--- src/rtl/spi_byte_pkg.sv ---
package spi_byte_pkg;

    localparam int BYTE_W = 8;
    localparam int REG_W  = 16;
    localparam int NUM_CS = 2;

    localparam logic ADDR_DATA = 1'b0;
    localparam logic ADDR_CTRL = 1'b1;

    // control/status bit positions (software decodes these)
    localparam int CB_CS0    = 0;
    localparam int CB_DIR    = 2;
    localparam int CB_DONE   = 3;
    localparam int CB_STROBE = 4;
    localparam int CB_LOADED = 5;

    typedef enum logic [1:0] {
        HS_IDLE  = 2'd0,
        HS_SHIFT = 2'd1,
        HS_HOLD  = 2'd2
    } hs_state_e;

    typedef struct packed {
        logic [NUM_CS-1:0] cs;
        logic              dir;
        logic              strobe;
    } ctrl_fields_t;

    typedef struct packed {
        logic              rd;
        logic [BYTE_W-1:0] tx;
    } xfer_req_t;

    function automatic ctrl_fields_t decode_ctrl(input logic [REG_W-1:0] w);
        ctrl_fields_t c;
        c.cs     = w[CB_CS0 +: NUM_CS];
        c.dir    = w[CB_DIR];
        c.strobe = w[CB_STROBE];
        return c;
    endfunction

    function automatic logic [REG_W-1:0] pack_status(input ctrl_fields_t c,
                                                     input logic done,
                                                     input logic loaded);
        logic [REG_W-1:0] r;
        r = '0;
        r[CB_CS0 +: NUM_CS] = c.cs;
        r[CB_DIR]           = c.dir;
        r[CB_DONE]          = done;
        r[CB_STROBE]        = c.strobe;
        r[CB_LOADED]        = loaded;
        return r;
    endfunction

endpackage

--- src/rtl/spi_byte_regs.sv ---
module spi_byte_regs
    import spi_byte_pkg::*;
(
    input  logic              clk,
    input  logic              rst,
    input  logic              we,
    input  logic              addr,
    input  logic [REG_W-1:0]  wdata,
    input  logic              rx_valid,
    input  logic [BYTE_W-1:0] rx_byte,
    output logic [REG_W-1:0]  data_q,
    output ctrl_fields_t      ctrl_q
);

    always_ff @(posedge clk) begin
        if (rst) begin
            data_q <= '0;
        end else if (we && addr == ADDR_DATA) begin
            data_q <= wdata;
        end else if (rx_valid) begin
            data_q <= {{(REG_W-BYTE_W){1'b0}}, rx_byte};
        end
    end

    always_ff @(posedge clk) begin
        if (rst) begin
            ctrl_q <= '0;
        end else if (we && addr == ADDR_CTRL) begin
            ctrl_q <= decode_ctrl(wdata);
        end
    end

endmodule

--- src/rtl/spi_byte_hshake.sv ---
module spi_byte_hshake
    import spi_byte_pkg::*;
(
    input  logic clk,
    input  logic rst,
    input  logic ctrl_wr,
    input  logic wr_strobe,
    input  logic strobe_q,
    input  logic fin,
    output logic start,
    output logic busy,
    output logic loaded,
    output logic done
);

    hs_state_e state;

    assign start = (state == HS_IDLE) && ctrl_wr && wr_strobe;
    assign busy  = (state != HS_IDLE);

    always_ff @(posedge clk) begin
        if (rst) begin
            state  <= HS_IDLE;
            loaded <= 1'b0;
            done   <= 1'b0;
        end else begin
            case (state)
                HS_IDLE: begin
                    if (start) begin
                        state  <= HS_SHIFT;
                        loaded <= 1'b1;
                        done   <= 1'b0;
                    end
                end
                HS_SHIFT: begin
                    if (fin) begin
                        if (strobe_q) begin
                            state <= HS_HOLD;
                        end else begin
                            state <= HS_IDLE;
                            done  <= 1'b1;
                        end
                    end
                end
                HS_HOLD: begin
                    if (!strobe_q) begin
                        state <= HS_IDLE;
                        done  <= 1'b1;
                    end
                end
                default: state <= HS_IDLE;
            endcase
            if (ctrl_wr && !wr_strobe) begin
                loaded <= 1'b0;
            end
        end
    end

endmodule

--- src/rtl/spi_byte_shifter.sv ---
module spi_byte_shifter
    import spi_byte_pkg::*;
#(
    parameter int CLK_DIV = 2
) (
    input  logic              clk,
    input  logic              rst,
    input  logic              start,
    input  xfer_req_t         req,
    input  logic              miso,
    output logic              sclk,
    output logic              mosi,
    output logic              fin,
    output logic              rx_valid,
    output logic [BYTE_W-1:0] rx_byte
);

    localparam int CNT_W = (CLK_DIV > 1) ? $clog2(CLK_DIV) : 1;
    localparam int BIT_W = $clog2(BYTE_W);
    localparam logic [CNT_W-1:0] DIV_LAST = CNT_W'(CLK_DIV - 1);
    localparam logic [BIT_W-1:0] BIT_LAST = BIT_W'(BYTE_W - 1);

    logic              active;
    logic              sclk_q;
    logic              samp;
    logic              rd_q;
    logic [CNT_W-1:0]  div_cnt;
    logic [BIT_W-1:0]  bit_cnt;
    logic [BYTE_W-1:0] shreg;
    logic              half_end;

    assign half_end = active && (div_cnt == DIV_LAST);
    assign fin      = half_end && sclk_q && (bit_cnt == BIT_LAST);
    assign rx_valid = fin && rd_q;
    assign rx_byte  = {shreg[BYTE_W-2:0], samp};
    assign sclk     = sclk_q;
    assign mosi     = active && shreg[BYTE_W-1];

    always_ff @(posedge clk) begin
        if (rst) begin
            active  <= 1'b0;
            sclk_q  <= 1'b0;
            samp    <= 1'b0;
            rd_q    <= 1'b0;
            div_cnt <= '0;
            bit_cnt <= '0;
            shreg   <= '0;
        end else if (start) begin
            active  <= 1'b1;
            sclk_q  <= 1'b0;
            rd_q    <= req.rd;
            div_cnt <= '0;
            bit_cnt <= '0;
            shreg   <= req.tx;
        end else if (half_end) begin
            div_cnt <= '0;
            if (!sclk_q) begin
                sclk_q <= 1'b1;
                samp   <= miso;
            end else begin
                sclk_q  <= 1'b0;
                shreg   <= {shreg[BYTE_W-2:0], samp};
                bit_cnt <= bit_cnt + 1'b1;
                if (fin) begin
                    active <= 1'b0;
                end
            end
        end else if (active) begin
            div_cnt <= div_cnt + 1'b1;
        end
    end

endmodule

--- src/rtl/spi_byte_port.sv ---
module spi_byte_port
    import spi_byte_pkg::*;
#(
    parameter int CLK_DIV = 2
) (
    input  logic        clk,
    input  logic        rst,
    input  logic        bus_we,
    input  logic        bus_addr,
    input  logic [15:0] bus_wdata,
    output logic [15:0] bus_rdata,
    output logic        sclk,
    output logic        mosi,
    input  logic        miso,
    output logic [1:0]  cs_n
);

    logic [REG_W-1:0]  data_q;
    ctrl_fields_t      ctrl_q;
    ctrl_fields_t      wr_fields;
    xfer_req_t         req;
    logic              ctrl_wr;
    logic              strobe_lvl;
    logic              hs_start;
    logic              hs_busy;
    logic              hs_loaded;
    logic              hs_done;
    logic              sh_fin;
    logic              sh_rx_valid;
    logic [BYTE_W-1:0] sh_rx_byte;

    assign ctrl_wr    = bus_we && (bus_addr == ADDR_CTRL);
    assign wr_fields  = decode_ctrl(bus_wdata);
    assign strobe_lvl = ctrl_q.strobe;
    assign req.rd     = wr_fields.dir;
    assign req.tx     = wr_fields.dir ? '0 : data_q[BYTE_W-1:0];

    spi_byte_regs i_regs (
        .clk      (clk),
        .rst      (rst),
        .we       (bus_we),
        .addr     (bus_addr),
        .wdata    (bus_wdata),
        .rx_valid (sh_rx_valid),
        .rx_byte  (sh_rx_byte),
        .data_q   (data_q),
        .ctrl_q   (ctrl_q)
    );

    spi_byte_hshake i_hshake (
        .clk       (clk),
        .rst       (rst),
        .ctrl_wr   (ctrl_wr),
        .wr_strobe (wr_fields.strobe),
        .strobe_q  (strobe_lvl),
        .fin       (sh_fin),
        .start     (hs_start),
        .busy      (hs_busy),
        .loaded    (hs_loaded),
        .done      (hs_done)
    );

    spi_byte_shifter #(.CLK_DIV(CLK_DIV)) i_shifter (
        .clk      (clk),
        .rst      (rst),
        .start    (hs_start),
        .req      (req),
        .miso     (miso),
        .sclk     (sclk),
        .mosi     (mosi),
        .fin      (sh_fin),
        .rx_valid (sh_rx_valid),
        .rx_byte  (sh_rx_byte)
    );

    for (genvar g = 0; g < NUM_CS; g++) begin : g_cs
        assign cs_n[g] = ~ctrl_q.cs[g];
    end

    assign bus_rdata = (bus_addr == ADDR_DATA) ? data_q
                                               : pack_status(ctrl_q, hs_done, hs_loaded);

endmodule

--- config.mk ---
export PLATFORM = sky130hd
export DESIGN_NAME = spi_byte_port
export DESIGN_NICKNAME = d
export VERILOG_FILES = /design/src/rtl/spi_byte_pkg.sv /design/src/rtl/spi_byte_regs.sv /design/src/rtl/spi_byte_hshake.sv /design/src/rtl/spi_byte_shifter.sv /design/src/rtl/spi_byte_port.sv
export SDC_FILE = /design/constraint.sdc
export NUM_CORES = 1
export LEC_CHECK = 0
export ABC_CLOCK_PERIOD_IN_PS = 2200
export BUFFER_PORTS_ARGS = -buffer_cell sky130_fd_sc_hd__buf_4
export CORE_MARGIN = 10
export CORE_UTILIZATION = 53
export CTS_CLUSTER_SIZE = 8
export DETAILED_ROUTE_END_ITERATION = 8
export GPL_TIMING_DRIVEN = 1
export PLACE_DENSITY = 0.78
export SLEW_MARGIN = 20
export SYNTH_ARGS = -nofsm -noshare
export SYNTH_HDL_FRONTEND = slang
export SYNTH_SLANG_ARGS = --single-unit
export TNS_END_PERCENT = 100
--- constraint.sdc ---
create_clock -name clk -period 2.2 [get_ports clk]
set_input_delay 0.11 -clock clk [delete_from_list [all_inputs] [get_ports clk]]
set_output_delay 0.11 -clock clk [all_outputs]
set_load 0.05 [all_outputs]
==> results of run 1 <==
-- state kept, by name, summed over array words and instances (netlist names) --
name,count
i_hshake.done,1
i_shifter.rd_q,1
i_shifter.shreg,8
i_shifter.bit_cnt,3
i_regs.ctrl_q,4
i_regs.data_q,16
i_hshake.state,2
i_shifter.sclk,1
i_hshake.loaded,1
i_shifter.samp,1
i_shifter.active,1
i_shifter.div_cnt,1
-- path summary, 6_finish.rpt --
check	to	slack, ns	cells after the start
hold / removal	i_regs.data_q[6]$_SDFFE_PP0P_	0.01	3
setup / recovery	i_hshake.state[1]$_SDFFE_PP0P_	0.35	5
hold reg to reg	i_regs.ctrl_q[1]$_SDFFE_PP0N_	0.46	2
setup reg to reg	i_hshake.state[1]$_SDFFE_PP0P_	0.35	5
-- synth_stat cells (2+ instances only) --
| cell type | count |
|---|---|
| nor2b_1 | 11 |
| nand4_1 | 2 |
| a311oi_1 | 8 |
| mux2i_1 | 12 |
| inv_1 | 6 |
| buf_2 | 5 |
| nand3_1 | 13 |
| nor2_1 | 15 |
| xor2_1 | 2 |
| o21ai_0 | 8 |
| dfxtp_1 | 40 |
| ha_1 | 6 |
| o2bb2ai_1 | 8 |
| a211oi_1 | 2 |
| buf_1 | 3 |
| mux2_2 | 6 |
| clkbuf_1 | 10 |
| o211ai_1 | 8 |
| nand2_1 | 16 |
| and4_1 | 2 |
| nand2b_1 | 6 |
| a21oi_1 | 15 |
-- cells by family (layout without fill, tap and decap cells) --
logic type	after synthesis	count (layout)	synth area share, %
and+or+nand+nor	70	70	18.70
buffers and inverters	24	66	5.052
AOI/OAI and AO/OA	53	53	19.10
adders and majority gates	6	6	3.937
DFF	40	40	41.99
xor gates and xnor gates	3	3	1.378
muxes	18	18	9.843
-- worst min-delay path, delay by kind of cell --
family / cells / cell delay, ns
compound gates: 1 / 0.05
simple gates: 1 / 0.09
buf+inv: 1 / 0.11
-- final cells by class --
type / count / share of cell area, %
clock buffers: 5 / 1.563
clock inverters: 3 / 1.980
inverters: 6 / 0.9380
multi-input cells: 150 / 42.05
flip-flops and latches: 40 / 33.35
well taps: 46 / 2.397
repair buffers: 52 / 17.72
-- power by group through the flow --
| stage | Combinational (mW) | Sequential, mW | Clock, mW |
|---|---|---|---|
| CTS | 0.329 | 0.796 | 0.515 |
| global route | 0.359 | 0.802 | 0.544 |
| floorplan | 0.228 | 0.801 | 0 |
| finish | 0.330 | 0.796 | 0.509 |
| detailed placement | 0.313 | 0.812 | 0 |
| global placement | 0.311 | 0.809 | 0 |
-- per-layer routing --
layer	vias to the layer above	part of all wire (%)	global-route usage (%)
li1	850	-	-
met1	789	43	17.99
met2	53	47	23.68
met3	5	9.6	7.995
met4	0	1.2	4.401
met5	-	0	0
-- what timing repair did --
action	CTS	global route
buffers inserted	0	0
endpoints found under the setup margin	0	0
hold buffers	9	0
endpoints found under the hold margin	9	0
-- stage by stage --
step	hold WS, ns	area (um2)	worst slack (ns)
after floorplan	0.2460	1907	0.4244
after global placement	0.3588	2226	0.4765
after detailed placement	0.3685	2226	0.4047
after CTS	0.006600	2401	0.3481
after global routing	0.01364	2401	0.1937
final	0.01170	2401	0.3507
==> flow_metrics.env, run 1 <==
export IMPL_worst_pin_slew_ns=0.5705
export IMPL_p_int_mw=1.144
export IMPL_wire_per_inst_um=15.97
export IMPL_hpwl_um=3263
export IMPL_setup_worst_path_start="i_shifter.bit_cnt[0]$_SDFFE_PP0P_"
export IMPL_io_buffer_count=40
export IMPL_end_kind="register"
export IMPL_worstPathArrival_ns=2.14
export IMPL_die_w_um=79.98
export IMPL_synth_top_cell_area_share_pct=41.99
export IMPL_ant_nets=0
export IMPL_seqCellArea_um2=800.8
export IMPL_diodes=0
export IMPL_synth_main_ff_cell="dfxtp_1"
export IMPL_syn_inst=214
export IMPL_clock_sinks=40
export IMPL_fin_worst_skew_ns=0.02049
export IMPL_dieArea_um2=6397
export IMPL_syn_cell_area_um2=1907
export IMPL_min_from="bus_wdata[6]"
export IMPL_cp_slowest_cell="a222oi_1"
export IMPL_ys_seq_area_share_pct=41.99
export IMPL_critPathMostFrequentCell="ha_1"
export IMPL_clock_latency_ns=0.37
export IMPL_relSlewSlack_pct=61.76
export IMPL_max_freq_ghz=0.5408
export IMPL_grt_pass1_wl_um=7941
export IMPL_gr_total_overflow=0
export IMPL_syn_to_final_growth_pct=25.92
export IMPL_hold_viol_final=0
export IMPL_first_pass_iters=4
export IMPL_cp_buffers_inverters=0
export IMPL_pwr_share_clk_pct=31.1
export IMPL_synth_cell_types=32
export IMPL_power_per_cell_area_nw_per_um2=680.7
export IMPL_async_reset_ff_share_pct=0
export IMPL_cts_tree="done"
export IMPL_fp_row_count=21
export IMPL_crit_fanout=6
export IMPL_post_route_drc_count=0
export IMPL_synth_edf_count=0
export IMPL_power_frac_seq_pct=48.7
export IMPL_ir_drop_mv=0.4801
export IMPL_layout_drive_gt1_share_pct=23.05
export IMPL_outcome="completed"
export IMPL_grt_antenna_before_repair=0
export IMPL_switching_share_pct=30.02
export IMPL_comb_power_share_pct=20.2
export IMPL_synth_area_leaders="dfxtp_1, mux2i_1, a21oi_1, ha_1, a311oi_1"
export IMPL_crit_chain="ha_1, ha_1, nand4_1, a222oi_1, mux2i_1"
export IMPL_period_needed_ns=1.849
export IMPL_rsz0062_at_grt="false"
export IMPL_finalWeightedCongestion=0.7583
export IMPL_p_leak_nw=0.9928
export IMPL_final_cell_mix="buf_4, dfxtp_1, nand2_1, nor2_1, a21oi_1"
export IMPL_io_pins=41
export IMPL_cts_max_path_buffers=2
export IMPL_fin_setup_tns_ns=0
export IMPL_viasPerCell=5.619
export IMPL_ys_ff_latch=40
export IMPL_yosys_warnings=0
export IMPL_htree_levels=2
export IMPL_multi_input_area_um2=1010
export IMPL_cts_clk_slew_worst_paths_ns=0.14
export IMPL_layout_cells_non_filler=302
export IMPL_avgSynthCellArea_um2=8.910
export IMPL_fin_nets=282
export IMPL_numCtsBuffers=5
export IMPL_critical_path_top_delay_family="compound AO/OA/AOI/OAI gates"
export IMPL_maxCapViolCount=0
export IMPL_utilization_pct=70.29
export IMPL_die_y_um=79.98
export IMPL_hold_path_class="input pin to register"
export IMPL_layout_commonest_cell="buf_4"
export IMPL_start_kind="register"
export IMPL_finalWirelength_um=4822
export IMPL_p_switching_uw=490.6
export IMPL_core_um2=3416
export IMPL_setup_viol=0
export IMPL_track_usage_pct=15.31
export IMPL_slew_violations=0
export IMPL_dpl_cell_count=285
export IMPL_required_ns=2.49
export IMPL_start_util_pct=55.82
export IMPL_cts_resized=0
export IMPL_r2r_start="i_shifter.bit_cnt[0]$_SDFFE_PP0P_"
export IMPL_yosys_area_top_type="dfxtp_1"
export IMPL_drt_initial_drc_count=114
export IMPL_finalCritPeriodShare_pct=84.06
export IMPL_synth_fp_nets=241
export IMPL_grt_pass1_vias=1678
export IMPL_vias=1697
export IMPL_cts_root_buf="clkbuf_4"
export IMPL_p_total_mw=1.634
export IMPL_n_fill_cell=277
export IMPL_grt_start_max_net_pins=32
export IMPL_critPathMaxStageDelay_ns=0.56
export IMPL_path_class="register to register"
(Power assumes the default switching activity.)
==> run 2: changes to the inputs <==
ABC_CLOCK_PERIOD_IN_PS = 1850   (was 2200)
clock period = 1.85 ns   (was 2.2 ns; I/O delays follow)
==> run 2 against run 1 <==
  * Via count barely moved
  * Worst setup slack got worse by 0.23 ns
  * Clock-buffer cell count rose by 1
  * Core utilization rose by 1.5 points
  * Sequential power rose by 19%
  * Power rose by 21%
  * Die area did not move
  * Clock power rose by 21%
  * Flip-flop and latch count did not move
  * First-iteration DRC count rose by 1.8%
  * Critical path depth did not move
  * Wire length fell by 2.6%
==> flow_metrics.env, run 2 (synthesis results as in run 1) <==
export IMPL_outcome="completed"
export IMPL_top_regs="i_regs.data_q (16), i_shifter.shreg (8), i_regs.ctrl_q (4)"
export IMPL_critical_path_top_delay_family="simple AND/OR/NAND/NOR gates"
export IMPL_track_usage_pct=15.22
export IMPL_htree_levels=2
export IMPL_io_pins=41
export IMPL_comb_power_share_pct=21.4
export IMPL_reg2reg_depth=5
export IMPL_die_w_um=79.98
export IMPL_hold_path_class="input pin to register"
export IMPL_dieArea_um2=6397
export IMPL_worstPathArrival_ns=2.02
export IMPL_switching_share_pct=28.46
export IMPL_grt_pass1_wl_um=7900
export IMPL_critPathMaxStageDelay_ns=0.61
export IMPL_fp_row_count=21
export IMPL_p_leak_nw=1.022
export IMPL_final_cell_mix="buf_4, dfxtp_1, nand2_1, nor2_1, a21oi_1"
export IMPL_gr_total_overflow=0
export IMPL_hold_ws_ns=0.02317
export IMPL_fin_setup_tns_ns=0
export IMPL_crit_chain="inv_1, ha_1, and4_1, or4b_2, a21oi_1"
export IMPL_core_um2=3416
export IMPL_path_class="register to register"
export IMPL_numCtsBuffers=5
export IMPL_grt_pass1_vias=1659
export IMPL_io_buffer_count=40
export IMPL_relSlewSlack_pct=61.60
export IMPL_wire_per_inst_um=15.21
export IMPL_diodes=0
export IMPL_max_freq_ghz=0.5784
export IMPL_finalWirelength_um=4699
export IMPL_crit_fanout=4
export IMPL_setup_worst_path_start="i_hshake.state[0]$_SDFFE_PP0P_"
export IMPL_p_total_mw=1.983
export IMPL_worst_pin_slew_ns=0.5748
export IMPL_utilization_pct=71.76
export IMPL_start_kind="register"
export IMPL_dpl_cell_count=289
export IMPL_worst_r2r_endpoint="i_shifter.samp$_SDFFE_PP0P_"
export IMPL_power_frac_seq_pct=47.6
export IMPL_cts_max_path_buffers=2
export IMPL_rsz0062_at_grt="false"
export IMPL_n_fill_cell=278
export IMPL_end_kind="register"
export IMPL_cp_buffers_inverters=1
export IMPL_slew_violations=0
export IMPL_fin_worst_skew_ns=0.01381
export IMPL_setup_viol=0
export IMPL_finalCritPeriodShare_pct=93.45
export IMPL_r2r_start="i_hshake.state[0]$_SDFFE_PP0P_"
export IMPL_layout_commonest_cell="buf_4"
export IMPL_required_ns=2.14
export IMPL_hpwl_um=3181
export IMPL_period_needed_ns=1.729
export IMPL_drt_initial_drc_count=116
export IMPL_fin_nets=289
export IMPL_maxCapViolCount=0
export IMPL_finalWeightedCongestion=0.7778
export IMPL_grt_start_max_net_pins=32
export IMPL_layout_cells_non_filler=309
export IMPL_wl_met3_um=360
export IMPL_regMostFlops="i_regs.data_q"
export IMPL_syn_to_final_growth_pct=28.54
export IMPL_power_per_cell_area_nw_per_um2=809.2
export IMPL_largest_reg_flops=16
export IMPL_top_layer="met4"
export IMPL_cp_slowest_cell="or4b_2"
export IMPL_hold_viol_final=0
export IMPL_p_int_mw=1.419
export IMPL_ant_nets=0
export IMPL_p_switching_uw=564.6
export IMPL_wl_met1_um=2127
export IMPL_vias=1698
export IMPL_clock_sinks=40
export IMPL_cts_root_buf="clkbuf_4"
export IMPL_start_util_pct=55.82
export IMPL_layout_drive_gt1_share_pct=24.33
export IMPL_grt_antenna_before_repair=0
export IMPL_pwr_share_clk_pct=30.9
export IMPL_ir_drop_mv=0.4764
export IMPL_cts_clk_slew_worst_paths_ns=0.12
export IMPL_post_route_drc_count=0
export IMPL_viasPerCell=5.495
export IMPL_r2r_slack_ns=0.12
export IMPL_path_depth=5
export IMPL_cts_tree="done"
export IMPL_wl_met2_um=2154
export IMPL_crit_end="i_shifter.samp$_SDFFE_PP0P_"
export IMPL_first_pass_iters=4
export IMPL_clock_latency_ns=0.35
export IMPL_die_y_um=79.98
run 2: worst min-delay path by stage:
stage,cells past startpoint,slack [ns],to,startpoint
finish,3,0.02,i_regs.data_q[6]$_SDFFE_PP0P_,bus_wdata[6]
global route,3,0.05,i_regs.data_q[7]$_SDFFE_PP0P_,bus_wdata[7]
CTS,3,0.002,i_regs.data_q[6]$_SDFFE_PP0P_,bus_wdata[6]
detailed placement,3,0.35,i_regs.data_q[14]$_SDFFE_PP0P_,bus_wdata[14]
global placement,3,0.34,i_regs.data_q[10]$_SDFFE_PP0P_,bus_wdata[10]
floorplan,2,0.23,i_shifter.rd_q$_SDFFE_PP0P_,bus_wdata[2]
run 2: through the flow:
step	worst slack, ns	instance area, um2
after floorplan	0.07436	1907
after global placement	0.1485	2243
after detailed placement	0.1306	2243
after CTS	0.08163	2444
after global routing	0.004561	2451
final	0.1212	2451
run 2: area by class of cell:
type	instances	area [um2]	area share (%)
clock inverter	2	38.79	1.582
timing repair buffer	59	470.5	19.19
sequential	40	800.8	32.67
inverter	6	22.52	0.9188
clock buffer	6	51.30	2.093
tap	46	57.56	2.348
multi-input combinational	150	1010	41.19
run 2: per-layer routing:
metal  global-route usage (%)  vias to the layer above
li1                         -                      864
met1                    18.17                      778
met2                    23.19                       50
met3                    6.982                        6
met4                    5.810                        0
met5                        0                        -
run 2: power groups by stage:
stage | Clock, mW | Combinational, mW | Sequential, mW
final | 0.614 | 0.425 | 0.945
after CTS | 0.631 | 0.408 | 0.944
after global placement | 0 | 0.382 | 0.962
after detailed placement | 0 | 0.385 | 0.964
after global routing | 0.666 | 0.464 | 0.954
after floorplan | 0 | 0.272 | 0.953
run 2: worst min-delay path, delay by kind of cell:
kind,cells,cell delay [ns]
AOI/OAI and AO/OA,1,0.05
buffers and inverters,1,0.11
and+or+nand+nor,1,0.09
run 2: repair_timing:
action / in CTS / in global routing
endpoints found under the setup margin: 0 / 2
endpoints found under the hold margin: 11 / 0
hold buffers: 11 / 0
gates resized for setup: 0 / 0
buffers inserted: 0 / 1
==> run 3: changes to the inputs <==
ABC_AREA = 1   (was default)
ABC_CLOCK_PERIOD_IN_PS = 1900   (was 1850)
CORE_ASPECT_RATIO = 1.1   (was default)
CORE_UTILIZATION = 54   (was 53)
PLACE_DENSITY = 0.79   (was 0.78)
clock period = 1.9 ns   (was 1.85 ns; I/O delays follow)
==> run 3 against run 2 <==
  * Wire length rose by 2.2%
  * Critical endpoint is now i_regs.data_q[2]$_SDFFE_PP0P_
  * Non-clock buffer count shrank 9
  * Clock power fell by 9.4%
  * Critical path type unchanged
  * Die area about the same
  * Worst hold slack better by 0.0043 ns
  * Flip-flop and latch count unchanged
==> flow_metrics.env, run 3 <==
export IMPL_critPathMaxStageDelay_ns=0.36
export IMPL_layout_commonest_cell="nand2_1"
export IMPL_pwr_share_clk_pct=28.6
export IMPL_post_cts_setup_buffer_count=0
export IMPL_switching_share_pct=31.39
export IMPL_first_pass_iters=4
export IMPL_die_y_um=82.92
export IMPL_rsz0062_at_grt="false"
export IMPL_synth_main_ff_cell="dfxtp_1"
export IMPL_grt_antenna_before_repair=0
export IMPL_wl_met1_um=2082
export IMPL_period_needed_ns=1.499
export IMPL_clock_latency_ns=0.35
export IMPL_reg2reg_depth=6
export IMPL_layout_drive_gt1_share_pct=18.94
export IMPL_slew_violations=0
export IMPL_cts_clk_slew_worst_paths_ns=0.12
export IMPL_wl_met3_um=339
export IMPL_outcome="completed"
export IMPL_async_reset_ff_share_pct=0
export IMPL_grt_pass1_wl_um=7900
export IMPL_finalWirelength_um=4803
export IMPL_track_usage_pct=14.70
export IMPL_crit_fanout=17
export IMPL_hpwl_um=3340
export IMPL_largest_reg_flops=16
export IMPL_p_switching_uw=611.0
export IMPL_fp_row_count=22
export IMPL_wl_met2_um=2321
export IMPL_finalCritPeriodShare_pct=78.91
export IMPL_syn_cell_area_um2=1943
export IMPL_cts_max_path_buffers=2
export IMPL_numCtsBuffers=5
export IMPL_io_buffer_count=40
export IMPL_dieArea_um2=6401
export IMPL_diodes=0
export IMPL_ys_seq_area_share_pct=41.21
export IMPL_drt_initial_drc_count=158
export IMPL_fin_setup_tns_ns=0
export IMPL_io_pins=41
export IMPL_top_layer="met4"
export IMPL_yosys_warnings=0
export IMPL_worstPathArrival_ns=1.79
export IMPL_min_from="bus_wdata[0]"
export IMPL_viasPerCell=5.046
export IMPL_die_w_um=77.20
export IMPL_regMostFlops="i_regs.data_q"
export IMPL_path_class="register to register"
export IMPL_core_um2=3413
export IMPL_p_leak_nw=1.054
export IMPL_synth_top_cell_area_share_pct=41.21
export IMPL_grt_pass1_vias=1707
export IMPL_start_util_pct=56.93
export IMPL_synth_fp_nets=304
export IMPL_syn_inst=277
export IMPL_hold_viol_final=0
export IMPL_htree_levels=2
export IMPL_cp_slowest_cell="dfxtp_1"
export IMPL_end_kind="register"
export IMPL_relSlewSlack_pct=68.76
export IMPL_r2r_slack_ns=0.40
export IMPL_syn_to_final_growth_pct=23.89
export IMPL_r2r_start="i_shifter.bit_cnt[0]$_SDFFE_PP0P_"
export IMPL_hold_path_class="input pin to register"
export IMPL_synth_cell_types=23
export IMPL_synth_most_common_cell="nand2_1"
export IMPL_worst_pin_slew_ns=0.4681
export IMPL_ys_ff_latch=40
export IMPL_yosys_area_top_type="dfxtp_1"
export IMPL_finalWeightedCongestion=0.8297
export IMPL_worst_r2r_endpoint="i_regs.data_q[2]$_SDFFE_PP0P_"
export IMPL_gr_total_overflow=0
export IMPL_clock_sinks=40
export IMPL_crit_chain="ha_1, ha_1, nand4_4, nand2_2, nand2_1, a21oi_1"
export IMPL_maxCapViolCount=0
export IMPL_cts_tree="done"
export IMPL_min_path_cells=3
export IMPL_ant_nets=0
export IMPL_top_regs="i_regs.data_q (16), i_shifter.shreg (8), i_regs.ctrl_q (4)"
export IMPL_timing_final_ws_setup_ns=0.4007
export IMPL_wire_per_inst_um=12.98
export IMPL_ir_drop_mv=0.5858
export IMPL_comb_power_share_pct=24.1
export IMPL_hold_path_end="i_regs.ctrl_q[2]$_SDFFE_PP0N_"
export IMPL_power_per_cell_area_nw_per_um2=808.7
export IMPL_cts_root_buf="clkbuf_4"
export IMPL_netlist_top_cells_count="nand2_1, dfxtp_1, inv_1"
export IMPL_synth_area_leaders="dfxtp_1, nand2_1, nand3_1, a21oi_1, inv_1"
export IMPL_max_freq_ghz=0.6670
export IMPL_fin_nets=348
export IMPL_p_total_mw=1.947
export IMPL_avgSynthCellArea_um2=7.015
export IMPL_required_ns=2.19
export IMPL_p_int_mw=1.336
export IMPL_start_kind="register"
export IMPL_hold_ws_ns=0.02744
export IMPL_grt_start_max_net_pins=22
export IMPL_final_cell_mix="nand2_1, buf_4, dfxtp_1, inv_1, nand3_1"
export IMPL_dpl_cell_area_um2=2241
export IMPL_critPathMostFrequentCell="ha_1"
export IMPL_post_route_drc_count=0
export IMPL_vias=1867
export IMPL_setup_viol=0
export IMPL_fin_worst_skew_ns=0.008087
export IMPL_dp_worst_setup_slack_ns=0.4415
export IMPL_power_frac_seq_pct=47.3
export IMPL_synth_edf_count=0
export IMPL_cts_resized=0
export IMPL_stdcell_area_um2=2407
[run 3: how the worst max path moves through the flow]
stage	cells past startpoint	startpoint	endpoint
6_report	6	i_shifter.bit_cnt[0]$_SDFFE_PP0P_	i_regs.data_q[2]$_SDFFE_PP0P_
4_1_cts	6	i_shifter.bit_cnt[0]$_SDFFE_PP0P_	i_regs.data_q[6]$_SDFFE_PP0P_
5_1_grt	6	i_shifter.bit_cnt[0]$_SDFFE_PP0P_	i_regs.data_q[7]$_SDFFE_PP0P_
2_1_floorplan	2	i_regs.ctrl_q[2]$_SDFFE_PP0N_	bus_rdata[0]
3_3_place_gp	6	i_shifter.bit_cnt[0]$_SDFFE_PP0P_	i_regs.data_q[6]$_SDFFE_PP0P_
3_5_place_dp	6	i_shifter.bit_cnt[0]$_SDFFE_PP0P_	i_regs.data_q[6]$_SDFFE_PP0P_
[run 3: power groups by stage]
stage | clock network, mW | logic (mW) | registers [mW]
global route | 0.603 | 0.524 | 0.928
global placement | 0 | 0.444 | 0.939
CTS | 0.569 | 0.465 | 0.922
finish | 0.556 | 0.469 | 0.922
floorplan | 0 | 0.337 | 0.933
detailed placement | 0 | 0.448 | 0.941
[run 3: final cells by class]
class	count	area, um2
clock buffers	6	41.29
clock inverters	2	35.03
fillers	327	1006
inverters	34	130.1
multi-input cells	190	942.2
flip-flops and latches	40	800.8
well taps	48	60.06
repair buffers	50	397.9
[run 3: routing by layer]
layer / vias up / GRT usage, %
met1: 811 / 17.87
met2: 62 / 23.68
li1: 988 / -
met3: 6 / 5.496
met4: 0 / 3.795
met5: - / 0
[run 3: cell families after synthesis]
kind of cell	synth area share [%]
AO/OA/AOI/OAI	15.20
adder cells (fa/ha/maj)	3.863
buffers and inverters	10.30
flip-flops	41.21
AND/OR/NAND/NOR	29.43
[run 3: repair_timing]
| item | 4_1_cts | 5_1_grt |
|---|---|---|
| endpoints found under the setup margin | 0 | 0 |
| endpoints found under the hold margin | 8 | 1 |
| hold buffers | 8 | 1 |
[run 3: metrics by stage]
step                      util [%]  std cells
final                        70.53        370
after global routing         70.53        370
after CTS                    70.23        369
after detailed placement     65.65        353
after global placement       65.65        353
after floorplan                  -        277
[run 3: worst max-delay path, delay by kind of cell (launching register included)]
kind / cells / cell delay, ns
AO/OA/AOI/OAI: 1 / 0.13
adder cells (fa/ha/maj): 2 / 0.35
flip-flops: 1 / 0.36
AND/OR/NAND/NOR: 3 / 0.60
